$ cat config.mk
export PLATFORM = sky130hd
export DESIGN_NAME = dual_edge_div
export DESIGN_NICKNAME = d
export VERILOG_FILES = /design/src/rtl/dual_edge_div_pkg.sv /design/src/rtl/dual_edge_div_rst_sync.sv /design/src/rtl/dual_edge_div_counter.sv /design/src/rtl/dual_edge_div_shaper.sv /design/src/rtl/dual_edge_div.sv
export SDC_FILE = /design/constraint.sdc
export NUM_CORES = 1
export LEC_CHECK = 0
export BUFFER_PORTS_ARGS = -buffer_cell sky130_fd_sc_hd__buf_4
export CAP_MARGIN = 0
export CORE_AREA = 2 2 39 41
export DETAILED_ROUTE_END_ITERATION = 10
export DIE_AREA = 0 0 41 43
export PLACE_DENSITY = 0.65
export SETUP_SLACK_MARGIN = 0.02
export SYNTH_ARGS = -nofsm -noshare
export SYNTH_HDL_FRONTEND = slang
export SYNTH_SLANG_ARGS = --single-unit
$ cat constraint.sdc
create_clock -name clk -period 0.8 [get_ports clk]
set_input_delay 0.04 -clock clk [delete_from_list [all_inputs] [get_ports clk]]
set_output_delay 0.04 -clock clk [all_outputs]
set_load 0.02 [all_outputs]
$ cat src/rtl/dual_edge_div_pkg.sv
package dual_edge_div_pkg;
  localparam int SEL_W = 2;
  localparam int CNT_W = 3;
  localparam int MIN_RATIO = 3;

  typedef logic [SEL_W-1:0] sel_t;
  typedef logic [CNT_W-1:0] cnt_t;

  // The code maps linearly: ratio = code + 3.
  function automatic cnt_t ratio_of(input sel_t code);
    return CNT_W'(code) + CNT_W'(MIN_RATIO);
  endfunction
endpackage

$ cat src/rtl/dual_edge_div_rst_sync.sv
module dual_edge_div_rst_sync #(
  parameter int SYNC_STAGES = 2
) (
  input  logic clk,
  input  logic mreset,
  output logic rst_n_o
);
  logic [SYNC_STAGES-1:0] sync_q;

  generate
    if (SYNC_STAGES == 1) begin : g_one
      always_ff @(posedge clk or posedge mreset) begin
        if (mreset) sync_q <= '0;
        else        sync_q <= 1'b1;
      end
    end else begin : g_chain
      always_ff @(posedge clk or posedge mreset) begin
        if (mreset) sync_q <= '0;
        else        sync_q <= {sync_q[SYNC_STAGES-2:0], 1'b1};
      end
    end
  endgenerate

  assign rst_n_o = sync_q[SYNC_STAGES-1];
endmodule

$ cat src/rtl/dual_edge_div_counter.sv
module dual_edge_div_counter
  import dual_edge_div_pkg::*;
(
  input  logic clk,
  input  logic rst_n,
  input  sel_t sel,
  output cnt_t cnt_nxt_o,
  output cnt_t ratio_nxt_o,
  output logic wrap_o
);
  cnt_t cnt_q, cnt_d;
  cnt_t ratio_q, ratio_d;
  logic wrap;

  always_comb begin
    wrap    = (cnt_q == ratio_q - CNT_W'(1));
    cnt_d   = wrap ? '0 : cnt_q + CNT_W'(1);
    ratio_d = ratio_of(sel);
  end

  // The reset state is a wrap, so the first active edge loads the code.
  always_ff @(posedge clk or negedge rst_n) begin
    if (!rst_n) begin
      cnt_q   <= CNT_W'(MIN_RATIO - 1);
      ratio_q <= CNT_W'(MIN_RATIO);
    end else begin
      cnt_q <= cnt_d;
      if (wrap) ratio_q <= ratio_d;
    end
  end

  assign cnt_nxt_o   = cnt_d;
  assign ratio_nxt_o = wrap ? ratio_d : ratio_q;
  assign wrap_o      = wrap;

  p_cnt_range_r1: assert property (@(posedge clk) disable iff (!rst_n)
    cnt_q < ratio_q);

  p_ratio_hold_r7: assert property (@(posedge clk) disable iff (!rst_n)
    !wrap |=> $stable(ratio_q));
endmodule

$ cat src/rtl/dual_edge_div_shaper.sv
module dual_edge_div_shaper
  import dual_edge_div_pkg::*;
(
  input  logic clk,
  input  logic rst_n,
  input  cnt_t cnt_nxt,
  input  cnt_t ratio_nxt,
  output logic div_o
);
  logic pos_q, pos_d;
  logic odd_q, odd_d;
  logic neg_q;

  always_comb begin
    pos_d = (cnt_nxt < (ratio_nxt >> 1));
    odd_d = ratio_nxt[0];
  end

  always_ff @(posedge clk or negedge rst_n) begin
    if (!rst_n) begin
      pos_q <= 1'b0;
      odd_q <= 1'b0;
    end else begin
      pos_q <= pos_d;
      odd_q <= odd_d;
    end
  end

  // Half-cycle retimed copy; stretches the high time on odd ratios.
  always_ff @(negedge clk or negedge rst_n) begin
    if (!rst_n) neg_q <= 1'b0;
    else        neg_q <= pos_q;
  end

  assign div_o = pos_q | (odd_q & neg_q);
endmodule

$ cat src/rtl/dual_edge_div.sv
module dual_edge_div
  import dual_edge_div_pkg::*;
#(
  parameter int NUM_OUT     = 2,
  parameter int SYNC_STAGES = 2
) (
  input  logic               clk,
  input  logic               mreset,
  input  logic [SEL_W-1:0]   div_sel,
  output logic [NUM_OUT-1:0] clk_out,
  output logic [NUM_OUT-1:0] clk_out_n
);
  logic rst_n;
  cnt_t cnt_nxt;
  cnt_t ratio_nxt;
  logic wrap;
  logic div_clk;

  dual_edge_div_rst_sync #(.SYNC_STAGES(SYNC_STAGES)) u_rst_sync (
    .clk     (clk),
    .mreset  (mreset),
    .rst_n_o (rst_n)
  );

  dual_edge_div_counter u_counter (
    .clk         (clk),
    .rst_n       (rst_n),
    .sel         (div_sel),
    .cnt_nxt_o   (cnt_nxt),
    .ratio_nxt_o (ratio_nxt),
    .wrap_o      (wrap)
  );

  dual_edge_div_shaper u_shaper (
    .clk       (clk),
    .rst_n     (rst_n),
    .cnt_nxt   (cnt_nxt),
    .ratio_nxt (ratio_nxt),
    .div_o     (div_clk)
  );

  generate
    for (genvar g = 0; g < NUM_OUT; g++) begin : g_pair
      assign clk_out[g]   = div_clk;
      assign clk_out_n[g] = ~div_clk;
    end
  endgenerate

  // The last cycle of every period is low; the first is high.
  p_tail_low_r2: assert property (@(posedge clk) disable iff (!rst_n)
    wrap |-> !clk_out[0]);

  p_head_high_r1: assert property (@(posedge clk) disable iff (!rst_n)
    wrap |=> clk_out[0]);
endmodule

==> qor.txt <==
initial antenna violation count -> 0
worst-path fanout max -> 3
Synth Instances -> 43
Die ar. -> 1760 sq um
Synth area leader -> dfrtp_1
Synth Net Count -> 51
Die Span Y -> 43 microns
Initial Util -> 38.6%
HPWL after DPL -> 762 microns
CTS tree -> done
antenna viol nets, final -> 0
Final min period -> 1950 ps
ant diodes -> 0
root buffer cell -> clkbuf_4
vias in the first global route -> 399
site row count -> 14
most common cell after layout, fill and taps aside -> buf_4
Die Wd -> 41 microns
DRC viols -> 0
Most common cell on crit path -> ha_4
MaxCap Viol Count -> 0
I/O Pins -> 8
total congestion overflow -> 0
worst slack, placed -> -1220 ps
CTS Buffer Depth -> 2
failing checks -> negative setup slack
warnings from Yosys -> 0
WP data required -> 980 ps
Clock Latency Late Sink -> 280 ps
via density per instance -> 4.69
Hold Fails Final Rpt -> 0
Final Non-Filler Cells -> 84
Num CTS Buffers -> 3
H-tree depth reported by CTS -> 1
PortBufs -> 7
Nets -> 77
share of cells above drive strength 1 -> 60.3%
Slowest-stage cell, CP -> dfstp_2
core area -> 1380 sq um
total wire length -> 1.01 mm
Final Skew -> 6.72 ps
crit path launch type -> flop
Final Setup Violations -> 13
Clock transition at path regs -> 70 ps
Max Clock Freq -> 512 MHz
Final Slew Violations -> 0
Seq cells post-synth -> 11
Tcrit/Tclk final -> 244%
Routability Congestion -> 0.806
mean area per synthesized cell -> 12.4 sq um
first-pass GRT wire length -> 1.72 mm
Routed WL per cell -> 12.0 microns
critical path's largest stage delay -> 540 ps
GRT Util Overall -> 15.4%
clock sinks -> 11
Worst Setup End Kind -> flop
outcome -> finished, violations left
Hold Path Class -> in -> reg
Synth cell types -> 20
most frequent cells in the layout -> 17 x buf_4, 7 x dfrtp_1, 5 x buf_6
final worst setup slack -> -1150 ps
Syn-to-layout area delta -> 60.4%
DRT Pass-1 Iters -> 4
RSZ-0062 raised after global routing -> true
main area contributors after synthesis -> dfrtp_1 33%, dfstp_2 15%, ha_1 9.4%, mux2i_1 5.6%, inv_1 4.9%
worst path cell trace -> inv_2, ha_4, xor2_4, nand3_4, mux2_4, ha_4, a311oi_2
placed cell areas -> 734 sq um
dpl cells -> 75
crit path kind -> reg -> reg
sequential-to-total area share from yosys stat -> 52.2%
share of Yosys cell area claimed by the top area cell type -> 32.8%
Starting DRT DRC Count -> 3
Synth Cell Area -> 534 sq um
largest net degree at the start of global routing -> 9
final instance area -> 857 sq um
Arr. time, crit path -> 2140 ps
DR vias -> 394
worst reg2reg setup slack -> -1150 ps
cells in the mapped netlist:
| cell type | n |
|---|---|
| dfrtp_1 | 7 |
| inv_1 | 7 |
| ha_1 | 4 |
| buf_4 | 3 |
| dfstp_2 | 3 |
| mux2i_1 | 3 |
| a31oi_1 | 2 |
| xor2_1 | 2 |
| a21o_1 | 1 |
| a311oi_1 | 1 |
| a31o_1 | 1 |
| and2_1 | 1 |
| conb_1 | 1 |
| dfrtn_1 | 1 |
| mux2_2 | 1 |
| nand2_1 | 1 |
| nand3_1 | 1 |
| nand4b_1 | 1 |
| xnor2_1 | 1 |
| xnor3_2 | 1 |
worst paths after layout:
path / from / end / cells past startpoint
min in group asynchronous: mreset / u_rst_sync.sync_q[0]$_DFF_PP0_ / 3
max in group asynchronous: u_rst_sync.sync_q[1]$_DFF_PP0_ / u_shaper.neg_q$_DFF_NN0_ / 0
setup reg to reg: u_counter.ratio_q[1]$_DFF_PN1_ / u_shaper.pos_q$_DFF_PN0_ / 7
hold reg to reg: u_rst_sync.sync_q[1]$_DFF_PP0_ / u_counter.ratio_q[2]$_DFF_PN0_ / 1
hold / removal: div_sel[1] / u_counter.ratio_q[1]$_DFF_PN1_ / 4
setup / recovery: u_counter.ratio_q[1]$_DFF_PN1_ / u_shaper.pos_q$_DFF_PN0_ / 7
flip-flops by register name, indices dropped and copies added (netlist names):
register / count
u_shaper.odd_q: 1
u_shaper.neg_q: 1
u_counter.cnt_q: 3
u_counter.ratio_q: 3
u_rst_sync.sync_q: 2
u_shaper.pos_q: 1
cells by family after synthesis:
group                    synth area share [%]
XOR/XNOR                                 9.37
adder cells (fa/ha/maj)                  9.37
other                                   0.702
AND/OR/NAND/NOR                          4.45
AO/OA/AOI/OAI                            7.03
flip-flops                               52.2
multiplexers                             7.73
buffers and inverters                    9.13
per-stage QoR:
stage	setup TNS (ps)	util, %	hold WS [ps]
after CTS	-9860	59.3	136
after global placement	-7700	53.1	-99.6
final	-10140	61.9	127
after detailed placement	-7880	53.1	-92.1
after global routing	-10840	61.9	153
after floorplan	-6840	-	-219
per-layer routing:
layer  up-vias  GRT usage [%]  wire (microns)  share of wire (%)
li1        191              -               -                  -
met1       185           17.7             399                 39
met2        14           24.4             531                 53
met3         4           3.14              53                5.2
met4         0           10.0              27                2.7
met5         -              0               0                  0
timing repair:
item	4_1_cts	5_1_grt
gates resized for setup	6	5
setup buffers	2	2
hold endpoints to repair	4	0
hold buffers	2	0
endpoints found under the setup margin	13	13
pin swaps	4	4
gates cloned	0	0
final cells by class:
class | count | area, sq um
Inverter | 7 | 26.3
Sequential cell | 11 | 279
Tap cell | 16 | 20.0
Multi-Input combinational cell | 22 | 302
Clock buffer | 4 | 26.3
Timing Repair Buffer | 24 | 204
Fill cell | 118 | 527
critical path: cells and delay by family, from the launching register on:
family / cells / cell delay [ps]
DFF: 1 / 540
adders and majority gates: 2 / 490
muxes: 1 / 320
xor gates and xnor gates: 1 / 180
AOI/OAI and AO/OA: 1 / 170
and+or+nand+nor: 1 / 100
buffers and inverters: 1 / 50
Power is not shown: default switching activity piles up to over one toggle a cycle in this logic, so the estimate is an artifact.
